[config.mk]
export PLATFORM = sky130hd
export DESIGN_NAME = mbm_event_buffers
export DESIGN_NICKNAME = d
export VERILOG_FILES = /design/src/rtl/mbm_pkg.sv /design/src/rtl/mbm_store.sv /design/src/rtl/mbm_acq.sv /design/src/rtl/mbm_drain.sv /design/src/rtl/mbm_event_buffers.sv
export SDC_FILE = /design/constraint.sdc
export NUM_CORES = 1
export LEC_CHECK = 0
export BUFFER_PORTS_ARGS = -buffer_cell sky130_fd_sc_hd__buf_2
export CAP_MARGIN = 20
export CORE_UTILIZATION = 35
export CTS_BUF_LIST = sky130_fd_sc_hd__clkbuf_16
export CTS_CLUSTER_SIZE = 20
export DETAILED_ROUTE_END_ITERATION = 6
export SLEW_MARGIN = 20
export SYNTH_ARGS = -nofsm -noshare
export SYNTH_HDL_FRONTEND = slang
export SYNTH_SLANG_ARGS = --single-unit
[constraint.sdc]
create_clock -name clk -period 4.6 [get_ports clk]
set_input_delay 0.69 -clock clk [delete_from_list [all_inputs] [get_ports clk]]
set_output_delay 0.69 -clock clk [all_outputs]
set_load 0.02 [all_outputs]
[src/rtl/mbm_pkg.sv]
package mbm_pkg;
    typedef enum logic [1:0] {
        ACQ_IDLE = 2'd0,
        ACQ_FILL = 2'd1,
        ACQ_DROP = 2'd2
    } acq_state_e;

    localparam int unsigned LOST_W = 8;
endpackage

[src/rtl/mbm_store.sv]
module mbm_store #(
    parameter int unsigned DATA_W = 10,
    parameter int unsigned WORDS  = 32,
    localparam int unsigned ADDR_W = $clog2(WORDS)
) (
    input  logic              clk,
    input  logic              we,
    input  logic [ADDR_W-1:0] waddr,
    input  logic [DATA_W-1:0] wdata,
    input  logic [ADDR_W-1:0] raddr,
    output logic [DATA_W-1:0] rdata
);
    logic [DATA_W-1:0] mem [WORDS];

    always_ff @(posedge clk) begin
        if (we) begin
            mem[waddr] <= wdata;
        end
    end

    assign rdata = mem[raddr];
endmodule

[src/rtl/mbm_acq.sv]
module mbm_acq
    import mbm_pkg::*;
#(
    parameter int unsigned MAX_BUFS = 8,
    parameter int unsigned WORDS    = 32,
    localparam int unsigned ADDR_W  = $clog2(WORDS),
    localparam int unsigned PTR_W   = $clog2(MAX_BUFS),
    localparam int unsigned SLOT_HI = WORDS / MAX_BUFS,
    localparam int unsigned SLOT_LO = WORDS / (MAX_BUFS / 2),
    localparam int unsigned LEN_W   = $clog2(SLOT_LO + 1)
) (
    input  logic              clk,
    input  logic              rst_n,
    input  logic              soft_rst,
    input  logic              cfg_eight,
    input  logic              trig,
    input  logic              wr_valid,
    input  logic              ev_end,
    input  logic              ev_good,
    input  logic              full,
    output logic              mem_we,
    output logic [ADDR_W-1:0] mem_waddr,
    output logic              commit,
    output logic [PTR_W-1:0]  commit_ptr,
    output logic [LEN_W-1:0]  commit_len,
    output logic [LOST_W-1:0] lost_cnt,
    output logic              idle
);
    typedef struct packed {
        acq_state_e        st;
        logic [PTR_W-1:0]  ptr;
        logic [LEN_W-1:0]  cnt;
        logic [LOST_W-1:0] lost;
    } acq_regs_t;

    acq_regs_t q, d;
    logic [LEN_W-1:0]  cap;
    logic [PTR_W-1:0]  last_ptr;
    logic [ADDR_W-1:0] base;

    always_comb begin
        cap      = cfg_eight ? LEN_W'(SLOT_HI) : LEN_W'(SLOT_LO);
        last_ptr = cfg_eight ? PTR_W'(MAX_BUFS - 1) : PTR_W'(MAX_BUFS / 2 - 1);
        base     = cfg_eight ? ADDR_W'(q.ptr) * ADDR_W'(SLOT_HI)
                             : ADDR_W'(q.ptr) * ADDR_W'(SLOT_LO);
        mem_waddr = base + ADDR_W'(q.cnt);
        mem_we    = 1'b0;
        commit    = 1'b0;
        d         = q;
        if (soft_rst) begin
            d.st  = ACQ_IDLE;
            d.ptr = '0;
            d.cnt = '0;
        end else begin
            unique case (q.st)
                ACQ_IDLE: begin
                    if (trig) begin
                        d.cnt = '0;
                        if (full) begin
                            d.st = ACQ_DROP;
                            if (q.lost != '1) begin
                                d.lost = q.lost + LOST_W'(1);
                            end
                        end else begin
                            d.st = ACQ_FILL;
                        end
                    end
                end
                ACQ_FILL: begin
                    if (ev_end) begin
                        d.st = ACQ_IDLE;
                        if (ev_good && (q.cnt != '0)) begin
                            commit = 1'b1;
                            d.ptr  = (q.ptr == last_ptr) ? '0 : q.ptr + PTR_W'(1);
                        end
                    end else if (wr_valid && (q.cnt < cap)) begin
                        mem_we = 1'b1;
                        d.cnt  = q.cnt + LEN_W'(1);
                    end
                end
                ACQ_DROP: begin
                    if (ev_end) begin
                        d.st = ACQ_IDLE;
                    end
                end
                default: d.st = ACQ_IDLE;
            endcase
        end
    end

    always_ff @(posedge clk or negedge rst_n) begin
        if (!rst_n) begin
            q <= '{st: ACQ_IDLE, default: '0};
        end else begin
            q <= d;
        end
    end

    assign commit_ptr = q.ptr;
    assign commit_len = q.cnt;
    assign lost_cnt   = q.lost;
    assign idle       = (q.st == ACQ_IDLE);
endmodule

[src/rtl/mbm_drain.sv]
module mbm_drain #(
    parameter int unsigned DATA_W   = 10,
    parameter int unsigned MAX_BUFS = 8,
    parameter int unsigned WORDS    = 32,
    localparam int unsigned ADDR_W  = $clog2(WORDS),
    localparam int unsigned PTR_W   = $clog2(MAX_BUFS),
    localparam int unsigned SLOT_HI = WORDS / MAX_BUFS,
    localparam int unsigned SLOT_LO = WORDS / (MAX_BUFS / 2),
    localparam int unsigned LEN_W   = $clog2(SLOT_LO + 1)
) (
    input  logic              clk,
    input  logic              rst_n,
    input  logic              soft_rst,
    input  logic              cfg_eight,
    input  logic              rd_req,
    input  logic              empty,
    input  logic [LEN_W-1:0]  head_len,
    output logic [PTR_W-1:0]  head_ptr,
    output logic [ADDR_W-1:0] mem_raddr,
    input  logic [DATA_W-1:0] mem_rdata,
    output logic              rls,
    output logic              rd_valid,
    output logic [DATA_W-1:0] rd_data,
    output logic              rd_last
);
    typedef struct packed {
        logic              busy;
        logic [PTR_W-1:0]  ptr;
        logic [LEN_W-1:0]  idx;
        logic              vld;
        logic              last;
        logic [DATA_W-1:0] data;
    } drain_regs_t;

    drain_regs_t q, d;
    logic [PTR_W-1:0]  last_ptr;
    logic [ADDR_W-1:0] base;

    always_comb begin
        last_ptr  = cfg_eight ? PTR_W'(MAX_BUFS - 1) : PTR_W'(MAX_BUFS / 2 - 1);
        base      = cfg_eight ? ADDR_W'(q.ptr) * ADDR_W'(SLOT_HI)
                              : ADDR_W'(q.ptr) * ADDR_W'(SLOT_LO);
        mem_raddr = base + ADDR_W'(q.idx);
        rls       = 1'b0;
        d         = q;
        d.vld     = 1'b0;
        d.last    = 1'b0;
        if (soft_rst) begin
            d.busy = 1'b0;
            d.ptr  = '0;
            d.idx  = '0;
        end else if (!q.busy) begin
            if (rd_req && !empty) begin
                d.busy = 1'b1;
                d.idx  = '0;
            end
        end else begin
            d.vld  = 1'b1;
            d.data = mem_rdata;
            d.idx  = q.idx + LEN_W'(1);
            if ((q.idx + LEN_W'(1)) == head_len) begin
                d.last = 1'b1;
                d.busy = 1'b0;
                rls    = 1'b1;
                d.ptr  = (q.ptr == last_ptr) ? '0 : q.ptr + PTR_W'(1);
            end
        end
    end

    always_ff @(posedge clk or negedge rst_n) begin
        if (!rst_n) begin
            q <= '0;
        end else begin
            q <= d;
        end
    end

    assign head_ptr = q.ptr;
    assign rd_valid = q.vld;
    assign rd_data  = q.data;
    assign rd_last  = q.last;
endmodule

[src/rtl/mbm_event_buffers.sv]
module mbm_event_buffers
    import mbm_pkg::*;
#(
    parameter int unsigned DATA_W   = 10,
    parameter int unsigned MAX_BUFS = 8,
    parameter int unsigned WORDS    = 32
) (
    input  logic              clk,
    input  logic              rst_n,
    input  logic              soft_rst,
    input  logic              cfg_eight,
    input  logic              trig,
    input  logic              wr_valid,
    input  logic [DATA_W-1:0] wr_data,
    input  logic              ev_end,
    input  logic              ev_good,
    input  logic              rd_req,
    output logic              rd_valid,
    output logic [DATA_W-1:0] rd_data,
    output logic              rd_last,
    output logic              full,
    output logic              empty,
    output logic [7:0]        lost_cnt
);
    localparam int unsigned ADDR_W  = $clog2(WORDS);
    localparam int unsigned PTR_W   = $clog2(MAX_BUFS);
    localparam int unsigned SLOT_LO = WORDS / (MAX_BUFS / 2);
    localparam int unsigned LEN_W   = $clog2(SLOT_LO + 1);
    localparam int unsigned OCC_W   = $clog2(MAX_BUFS + 1);

    typedef struct packed {
        logic [OCC_W-1:0]                occ;
        logic [MAX_BUFS-1:0][LEN_W-1:0] len;
    } top_regs_t;

    top_regs_t q, d;

    logic              mem_we;
    logic [ADDR_W-1:0] mem_waddr;
    logic [ADDR_W-1:0] mem_raddr;
    logic [DATA_W-1:0] mem_rdata;
    logic              commit;
    logic [PTR_W-1:0]  commit_ptr;
    logic [LEN_W-1:0]  commit_len;
    logic              acq_idle;
    logic              rls;
    logic [PTR_W-1:0]  head_ptr;
    logic [LEN_W-1:0]  head_len;

    mbm_store #(.DATA_W(DATA_W), .WORDS(WORDS)) u_store (
        .clk   (clk),
        .we    (mem_we),
        .waddr (mem_waddr),
        .wdata (wr_data),
        .raddr (mem_raddr),
        .rdata (mem_rdata)
    );

    mbm_acq #(.MAX_BUFS(MAX_BUFS), .WORDS(WORDS)) u_acq (
        .clk        (clk),
        .rst_n      (rst_n),
        .soft_rst   (soft_rst),
        .cfg_eight  (cfg_eight),
        .trig       (trig),
        .wr_valid   (wr_valid),
        .ev_end     (ev_end),
        .ev_good    (ev_good),
        .full       (full),
        .mem_we     (mem_we),
        .mem_waddr  (mem_waddr),
        .commit     (commit),
        .commit_ptr (commit_ptr),
        .commit_len (commit_len),
        .lost_cnt   (lost_cnt),
        .idle       (acq_idle)
    );

    mbm_drain #(.DATA_W(DATA_W), .MAX_BUFS(MAX_BUFS), .WORDS(WORDS)) u_drain (
        .clk       (clk),
        .rst_n     (rst_n),
        .soft_rst  (soft_rst),
        .cfg_eight (cfg_eight),
        .rd_req    (rd_req),
        .empty     (empty),
        .head_len  (head_len),
        .head_ptr  (head_ptr),
        .mem_raddr (mem_raddr),
        .mem_rdata (mem_rdata),
        .rls       (rls),
        .rd_valid  (rd_valid),
        .rd_data   (rd_data),
        .rd_last   (rd_last)
    );

    always_comb begin
        d = q;
        if (soft_rst) begin
            d.occ = '0;
        end else begin
            d.occ = q.occ + OCC_W'(commit) - OCC_W'(rls);
            if (commit) begin
                d.len[commit_ptr] = commit_len;
            end
        end
    end

    always_ff @(posedge clk or negedge rst_n) begin
        if (!rst_n) begin
            q <= '0;
        end else begin
            q <= d;
        end
    end

    assign head_len = q.len[head_ptr];
    assign full     = (q.occ == (cfg_eight ? OCC_W'(MAX_BUFS) : OCC_W'(MAX_BUFS / 2)));
    assign empty    = (q.occ == '0);
endmodule

### Word-level counts from Yosys, hierarchy flattened

Memories as Yosys holds them, arrays and structs flattened.
Index checks and enable logic that the tools add are counted.

* register bits after elaboration: 73
* bits in writable memories: 320
* output and inout bits: 22
* logic and storage cells: 117
* memories: 1

Memory list
* u_store.mem: words 32, width 10, read ports 1, clocked after memory_dff 0, write ports 1, line mbm_store.sv:13 `logic [DATA_W-1:0] mem [WORDS];`

* $add $sub $neg: 9
* $lt $le $gt $ge: 4
* eq/ne operators: 12
* muxes and demuxes: 49
* bitwise operators: 1
* reduce and logical (&&, ||, !) cells: 22

Operators by type and width (number)
* two-way mux 4 bit: 10
* two-way mux 12 bit: 3
* bitwise mux 32 bit: 1
* two-way mux 8 bit: 3
* two-way mux 3 bit: 6
* two-way mux 1 bit: 15
* two-way mux 5 bit: 3
* binary-select mux 4 bit (select 3 bit): 1
* demux 4 bit (select 3 bit): 1
* != test 3 bit, second input constant: 4
* adder 5 x 4 -> 5 bit: 2
* nonzero test 2 bit: 5
* two-way mux 9 bit: 1
* adder 4 x 1 -> 4 bit, second input constant: 2
* adder 8 x 1 -> 8 bit, second input constant: 1
* equality test 4 bit: 2
* less-than comparator 3 x 4 -> 1 bit, second input constant: 2
* != test 8 bit, second input constant: 1
* one-hot mux 4 bit (2 select lines): 1
* adder 3 x 1 -> 3 bit, second input constant: 2
* equality test 3 bit: 2
* two-way mux 2 bit: 3
* one-hot mux 2 bit (3 select lines): 1
* AND reduction 2 bit: 3
* other kinds (17): 22

### Depth between registers and ports, before layout

Gate-level depths: netlist of the first run.

* depth in word-level cells: 9
* gate-level depth with buffers: 13

### Hierarchy

Synthesis of the first run repeated with hierarchy kept, for this count alone.

* cells, all modules: 1089
* area, all modules: 16928.7 µm²

Modules (own cells, without submodules)
* mbm_store: times used 1, cells each 723, area an instance 12793.5 µm², seq. area each 9609.2 µm²
* mbm_event_buffers: times used 1, cells each 124, area an instance 1815.5 µm², seq. area each 900.9 µm²
* mbm_acq: times used 1, cells each 125, area an instance 1216.2 µm², seq. area each 425.4 µm²
* mbm_drain: times used 1, cells each 117, area an instance 1103.6 µm², seq. area each 500.5 µm²

### Worst setup path before layout of the first run

No wires, ideal clock.

* path kind: input to register
* start: in cfg_eight
* end: reg u_drain.q (netlist bit u_drain.rd_data[0])
* data arrival time: 2.806 ns
* data required time: 4.466 ns
* slack: 1.661 ns
* stages: 6
* buffers on the path: 1
* cell sequence: buf_2 -> mux2_2 -> fa_1 -> xnor2_1 -> mux2i_1 -> o21ai_0

* longest elaborated chain between the ends: 3

Ends and longest elaborated chain
* start: declaration: line mbm_event_buffers.sv:11 `input logic cfg_eight,`
* two-way mux 5 bit: line mbm_drain.sv:41 `base = cfg_eight ? ADDR_W'(q.ptr) * ADDR_W'(SLOT_HI)`
* adder 5 x 4 -> 5 bit: line mbm_drain.sv:43 `mem_raddr = base + ADDR_W'(q.idx);`
* memory (32 x 10 bit)
* end signal: assignment: line mbm_drain.sv:72 `q <= '0;`
* end signal: assignment: line mbm_drain.sv:74 `q <= d;`
* end: declaration: line mbm_drain.sv:35 `drain_regs_t q, d;`

Every way passes these cells.
A chain may end at the register's enable or synchronous reset.

==> impl_metrics.env, run 1 <==
export IMPL_cts_buffers=42
export IMPL_track_usage=0.1500
export IMPL_wl_met2_um=15840
export IMPL_status="finished clean"
export IMPL_cts_max_level=2
export IMPL_cts_setup_buffers=0
export IMPL_die_area_sq_um=46880
export IMPL_cp_arrival_ns=3.81
export IMPL_initial_utilization=0.3549
export IMPL_wl_met1_um=15730
export IMPL_tightest_slew_ns=0.9769
export IMPL_synth_commonest_cells="edfxtp_1 (320), mux4_2 (101), dfrtp_1 (73)"
export IMPL_synth_xor_xnor_area_share=0.01227
export IMPL_routabilityCongestion=0.7917
export IMPL_crit_chain="mux4_1 > mux2i_1 > xnor2_1 > nand4_2 > nor2_1 > ha_1 > inv_1 > ha_1 > fa_1 > nor2b_1"
export IMPL_cts_root_buffer="clkbuf_16"
export IMPL_max_freq_mhz=294.9
export IMPL_vias=7749
export IMPL_crit_path_end_kind="register"
export IMPL_n_fill_cell=4022
export IMPL_cts_buffer_depth=3
export IMPL_die_height_um=216.5
export IMPL_synth_cells=832
export IMPL_synthFlopType="edfxtp_1"
export IMPL_cap_violations=0
export IMPL_totalWireLength_um=34080
export IMPL_final_core_util=0.4044
export IMPL_die_x_um=216.5
export IMPL_cts_hold_fix_buffers=0
export IMPL_grt_pass1_wl_um=52120
export IMPL_register_area_sq_um=11440
export IMPL_synth_fa_ha_area_frac=0.01616
export IMPL_ir_drop_mv=0.2464
export IMPL_cts_tree="done"
export IMPL_clkLatencyLatePin_ns=0.55
export IMPL_critPathKind="register to register"
export IMPL_ant_nets=0
export IMPL_critical_path_peak_fanout=14
export IMPL_hold_class="input pin to asynchronous set/reset pin"
export IMPL_io_pins=41
export IMPL_ys_warn_count=0
export IMPL_synth_largest_area_cell="edfxtp_1"
export IMPL_dr_pass1_iters=5
export IMPL_grt_pass1_vias=8034
export IMPL_regToRegStartpoint="u_drain.head_ptr[0]$_DFFE_PN0P_"
export IMPL_wl_met3_um=1865
export IMPL_dr_max_layer_used="met4"
export IMPL_start_kind="register"
export IMPL_fin_worst_skew_ns=0.02476
export IMPL_cts_sinks=393
export IMPL_num_rows=78
export IMPL_cpLargestDelayFamily="multiplexers"
export IMPL_yosysSeqAreaShare=0.7101
export IMPL_grt_antenna_before_repair=2
export IMPL_async_flop_share=0.1858
export IMPL_post_route_period_util=0.7371
export IMPL_drive_gt1_frac=0.2934
export IMPL_slew_headroom=0.3463
export IMPL_crit_top_cell="ha_1"
export IMPL_via_per_inst=5.125
export IMPL_max_stage_delay_ns=0.76
export IMPL_r2r_setup_slack_ns=1.21
export IMPL_syn_area_per_cell_sq_um=19.36
export IMPL_synth_edff_count=320
export IMPL_hold_viol=0
export IMPL_multi_input_area_sq_um=4334
export IMPL_ys_types=45
export IMPL_drc=0
export IMPL_fin_setup_tns_ns=0
export IMPL_grt_overflow_total=0
export IMPL_synth_top_area_frac=0.5966
export IMPL_rsz0062_at_grt="false"
export IMPL_syn_nets=870
export IMPL_final_nets=917
export IMPL_ys_ff_latch=393
export IMPL_synth_simple_area_share=0.03713
export IMPL_area_growth_pct=13.96
export IMPL_avgRoutedWirePerCell_um=22.54
export IMPL_drt_iter0_drc=671
export IMPL_port_buffers=40
export IMPL_core_area_sq_um=45380
export IMPL_worstPathBufferInverterCount=1
export IMPL_grt_start_max_net_pins=74
export IMPL_synth_mux_area_frac=0.1888
export IMPL_yosysMostFrequentCell="edfxtp_1"
export IMPL_synth_compound_area_frac=0.01429
export IMPL_dp_hpwl_um=21600
export IMPL_fin_crit_ns=3.391
export IMPL_drv_slew=0
export IMPL_total_leakage_power_nw=6.175
export IMPL_synth_area_leaders="edfxtp_1 (60%), mux4_2 (14%), dfrtp_1 (11%)"
export IMPL_crit_start="u_drain.head_ptr[0]$_DFFE_PN0P_"
export IMPL_finalSetupViolCount=0
export IMPL_cts_resized=0
export IMPL_power_density_nw_per_um2=416.7
export IMPL_slowest_stage="dfrtp_1"
export IMPL_required_ns=5.02
export IMPL_syn_area_sq_um=16110
export IMPL_clkTransAtPathRegs_ns=0.06
export IMPL_synth_top_family_by_area="multiplexers"
==> flip-flops by register name (all words and copies together) (netlist names), 3 cells and up <==
signal / flops
u_drain.head_ptr: 3
u_acq.lost_cnt: 8
u_store.mem: 320
u_acq.commit_len: 4
q: 36
u_drain.rd_data: 10
u_acq.commit_ptr: 3
u_drain.q: 5
==> metal layers <==
metal / GRT usage / vias to the layer above
met5: 0 / -
met4: 0.04343 / 0
met3: 0.02793 / 43
met2: 0.2301 / 208
met1: 0.2175 / 4103
li1: - / 3395
==> cell usage in the layout (no fill, tap or decap), types with 3 or more instances in the layout <==
master,instances
a21oi_1,10
fa_1,3
and3_1,5
o21ai_0,21
mux4_2,101
clkinv_2,7
clkbuf_16,43
edfxtp_1,320
buf_2,39
xor2_1,3
xnor2_1,13
dfrtp_1,71
inv_1,18
nand3_1,8
mux2_2,35
ha_1,16
xnor2_2,3
mux2i_1,24
nand2_1,39
clkinvlp_4,5
bufinv_16,7
nand4_1,4
nor2b_1,7
clkinv_1,6
nand4b_1,3
buf_4,17
nor2_1,49
nand2b_1,3
mux4_1,5
==> where the power goes <==
part | switching (mW) | internal [mW]
sequential | 0.0399 | 3.89
combinational | 0.173 | 0.0582
clock | 1.38 | 2.10
total | 1.60 | 6.05
==> kinds of logic (layout without fill, tap and decap cells) <==
group                    after synthesis  in the layout
multiplexers                         165            165
buffers and inverters                 67            145
AND/OR/NAND/NOR                      128            128
other                                  0              2
AO/OA/AOI/OAI                         40             40
XOR/XNOR                              20             20
flip-flops                           393            393
adder cells (fa/ha/maj)               19             19
==> worst paths after layout <==
check                                                 end  cells past startpoint
hold / removal                          q[14]$_DFFE_PN0P_                      1
max in group asynchronous       u_drain.q[13]$_DFFE_PN0P_                      1
hold reg to reg            u_drain.rd_data[5]$_DFFE_PN0P_                      2
min in group clk                  u_acq.q[16]$_DFFE_PN0P_                      2
setup reg to reg                          q[33]$_DFF_PN0_                     10
setup / recovery                          q[33]$_DFF_PN0_                     10
==> cell type report <==
class                   count  area share
inverters                  13    0.002659
clock buffers              43     0.05863
flip-flops and latches    393      0.6235
multi-input cells         372      0.2361
repair buffers             57     0.01868
clock inverters            32     0.01922
well taps                 600     0.04090
diodes                      2   0.0002727
==> stage by stage <==
step	power, mW	instances	area (sq um)	setup slack, ns	hold WS [ns]
after floorplan	4.152	832	16110	1.661	0.3944
after global placement	4.239	1435	16920	1.109	0.4585
after detailed placement	4.245	1435	16920	1.069	0.4714
after CTS	7.724	1510	18350	1.131	0.3251
after global routing	7.883	1510	18350	0.9287	0.3654
final	7.647	1512	18350	1.209	0.3034
==> worst reg2reg max path: stages (launching register included) <==
cell and delay [ns]:
dfrtp_1 0.76, mux4_1 0.69, mux2i_1 0.25, xnor2_1 0.20
nand4_2 0.20, nor2_1 0.16, ha_1 0.25, inv_1 0.05
ha_1 0.17, fa_1 0.41, nor2b_1 0.14
Power figures use the tool's default switching activity.
==> run 2, diff against run 1 <==
Clock period 4.6 ns to 3.01 ns, I/O delays scaled along.
==> run 2 against run 1 <==
Effect of this change: final cell count increased by 3.5%; total power grew 48%; clock-buffer cell count unchanged; core utilization up 0.84 points; hold slack got worse by 0.17 ns; register-to-register slack lost 1.1 ns; clock skew rose by 0.0063 ns; largest cell class unchanged; wire length decreased by 1.6%; sequential power rose by 53%; critical path depth increased by 1; worst setup slack got worse by 1.1 ns.
==> impl_metrics.env, run 2 (synthesis results as in run 1) <==
export IMPL_post_route_period_util=0.9523
export IMPL_initial_utilization=0.3549
export IMPL_avgRoutedWirePerCell_um=21.42
export IMPL_final_common_cell="edfxtp_1"
export IMPL_fin_worst_skew_ns=0.03106
export IMPL_ir_drop_mv=0.3562
export IMPL_p_switching_mw=2.410
export IMPL_drc=0
export IMPL_cts_root_buffer="clkbuf_16"
export IMPL_status="finished clean"
export IMPL_grt_start_max_net_pins=82
export IMPL_worstPathBufferInverterCount=2
export IMPL_cts_buffer_depth=3
export IMPL_die_area_sq_um=46880
export IMPL_share_clk_of_total_power=0.436
export IMPL_timing_critical_path_depth=11
export IMPL_routabilityCongestion=0.8061
export IMPL_slowest_stage="dfrtp_2"
export IMPL_drt_iter0_drc=620
export IMPL_dpl_cell_area_sq_um=17350
export IMPL_fin_crit_ns=2.867
export IMPL_hold_viol=0
export IMPL_track_usage=0.1480
export IMPL_critical_path_peak_fanout=8
export IMPL_critPathKind="register to register"
export IMPL_n_fill_cell=4003
export IMPL_r2r_cells=11
export IMPL_start_kind="register"
export IMPL_totalWireLength_um=33520
export IMPL_worstHoldPathCells=2
export IMPL_crit_chain="buf_6 > mux2i_1 > mux4_2 > xnor2_2 > nand4_2 > nor2_2 > ha_1 > inv_1 > ha_1 > fa_2 > nor2b_1"
export IMPL_max_freq_mhz=348.9
export IMPL_final_nets=974
export IMPL_ant_nets=0
export IMPL_grt_overflow_total=0
export IMPL_register_area_sq_um=11450
export IMPL_die_height_um=216.5
export IMPL_worst_slack_ns=0.1435
export IMPL_total_leakage_power_nw=6.415
export IMPL_cts_tree="done"
export IMPL_p_comb_frac=0.032
export IMPL_grt_pass1_wl_um=51330
export IMPL_clkTransAtPathRegs_ns=0.06
export IMPL_largest_reg_flops=320
export IMPL_regToRegStartpoint="u_drain.head_ptr[0]$_DFFE_PN0P_"
export IMPL_cpLargestDelayFamily="adder cells"
export IMPL_die_x_um=216.5
export IMPL_fin_setup_tns_ns=0
export IMPL_power_density_nw_per_um2=604.0
export IMPL_cap_violations=0
export IMPL_grt_antenna_before_repair=0
export IMPL_cts_sinks=393
export IMPL_power_internal_mw=8.905
export IMPL_via_per_inst=5.017
export IMPL_port_buffers=40
export IMPL_hold_class="input pin to register"
export IMPL_crit_path_end_kind="register"
export IMPL_drive_gt1_frac=0.3358
export IMPL_cts_buffers=42
export IMPL_crit_start="u_drain.head_ptr[0]$_DFFE_PN0P_"
export IMPL_stdcell_area_sq_um=18730
export IMPL_diodes=0
export IMPL_io_pins=41
export IMPL_p_sw_frac=0.2130
export IMPL_drv_slew=0
export IMPL_post_place_cells=1486
export IMPL_num_rows=78
export IMPL_grt_pass1_vias=8157
export IMPL_seq_power_share=0.532
export IMPL_vias=7852
export IMPL_r2r_setup_slack_ns=0.14
export IMPL_r2r_end="q[33]$_DFF_PN0_"
export IMPL_place_ws_ns=0.001139
export IMPL_cp_arrival_ns=3.31
export IMPL_tightest_slew_ns=0.6352
export IMPL_clkLatencyLatePin_ns=0.57
export IMPL_cts_max_level=2
export IMPL_slew_headroom=0.5765
export IMPL_final_cell_mix="edfxtp_1 (320), mux4_2 (105), dfrtp_1 (69), buf_4 (68), nor2_1 (48)"
export IMPL_top_register="u_store.mem"
export IMPL_crit_top_cell="ha_1"
export IMPL_dp_hpwl_um=21040
export IMPL_dr_pass1_iters=5
export IMPL_finalSetupViolCount=0
export IMPL_core_area_sq_um=45380
export IMPL_setup_worst_path_end="q[33]$_DFF_PN0_"
export IMPL_layout_cells_non_filler=1565
export IMPL_multi_input_area_sq_um=4337
export IMPL_area_growth_pct=16.31
export IMPL_required_ns=3.46
export IMPL_max_stage_delay_ns=0.49
[run 2: cell count changes in the layout (fill, tap and decap cells not counted), sizes merged]
cell,change
clkinv,+8
diode,-2
dlygate4sd3,+1
inv,-1
buf,+56
clkinvlp,-5
bufinv,-4
[run 2: worst min-delay path by stage]
stage                     slack (ns)                        endpoint                            from
after CTS                       0.10         u_acq.q[16]$_DFFE_PN0P_                          ev_end
after global routing            0.11         u_acq.q[16]$_DFFE_PN0P_                          ev_end
after global placement          0.47  u_drain.rd_data[4]$_DFFE_PN0P_  u_drain.rd_data[4]$_DFFE_PN0P_
final                           0.14         u_acq.q[16]$_DFFE_PN0P_                          ev_end
after detailed placement        0.47  u_drain.rd_data[9]$_DFFE_PN0P_  u_drain.rd_data[9]$_DFFE_PN0P_
after floorplan                 0.16                q[0]$_DFFE_PN0P_                           rst_n
[run 2: final cells by class]
cell class	count	share of cell area
tap	600	0.04007
multi-input combinational	372	0.2315
sequential	393	0.6110
inverter	13	0.002605
timing repair buffer	114	0.04415
clock buffer	43	0.05744
clock inverter	30	0.01322
[run 2: layer usage]
layer / wire [um] / track usage
met2: 15170 / 0.2237
met5: 0 / 0
met3: 1609 / 0.02681
met1: 16000 / 0.2155
met4: 739 / 0.04977
[run 2: what timing repair did]
item | in CTS | in global routing
resized for setup | 1 | 10
setup buffers | 0 | 5
endpoints found under the setup margin | 1 | 4
endpoints found under the hold margin | 40 | 0
pin swaps | 0 | 3
hold buffers | 1 | 0
[run 2: power groups by stage]
| stage | Sequential (mW) | Clock [mW] | Combinational [mW] |
|---|---|---|---|
| final | 6.02 | 4.94 | 0.360 |
| after floorplan | 6.10 | 0 | 0.250 |
| after CTS | 6.02 | 5.09 | 0.367 |
| after detailed placement | 6.13 | 0 | 0.365 |
| after global routing | 6.03 | 5.29 | 0.400 |
| after global placement | 6.13 | 0 | 0.355 |
[run 2: through the flow]
step,hold slack [ns],util,total power [mW]
floorplan,0.1559,-,6.346
global placement,0.4655,0.3824,6.483
detailed placement,0.4665,0.3824,6.494
CTS,0.1042,0.4118,11.48
global route,0.1126,0.4128,11.71
finish,0.1371,0.4128,11.32
[run 2: worst register-to-register path, stage by stage, from the launching register on]
cell and delay (ns):
dfrtp_2 0.49, buf_6 0.17, mux2i_1 0.13, mux4_2 0.48, xnor2_2 0.18, nand4_2 0.14
nor2_2 0.13, ha_1 0.23, inv_1 0.06, ha_1 0.18, fa_2 0.44, nor2b_1 0.13
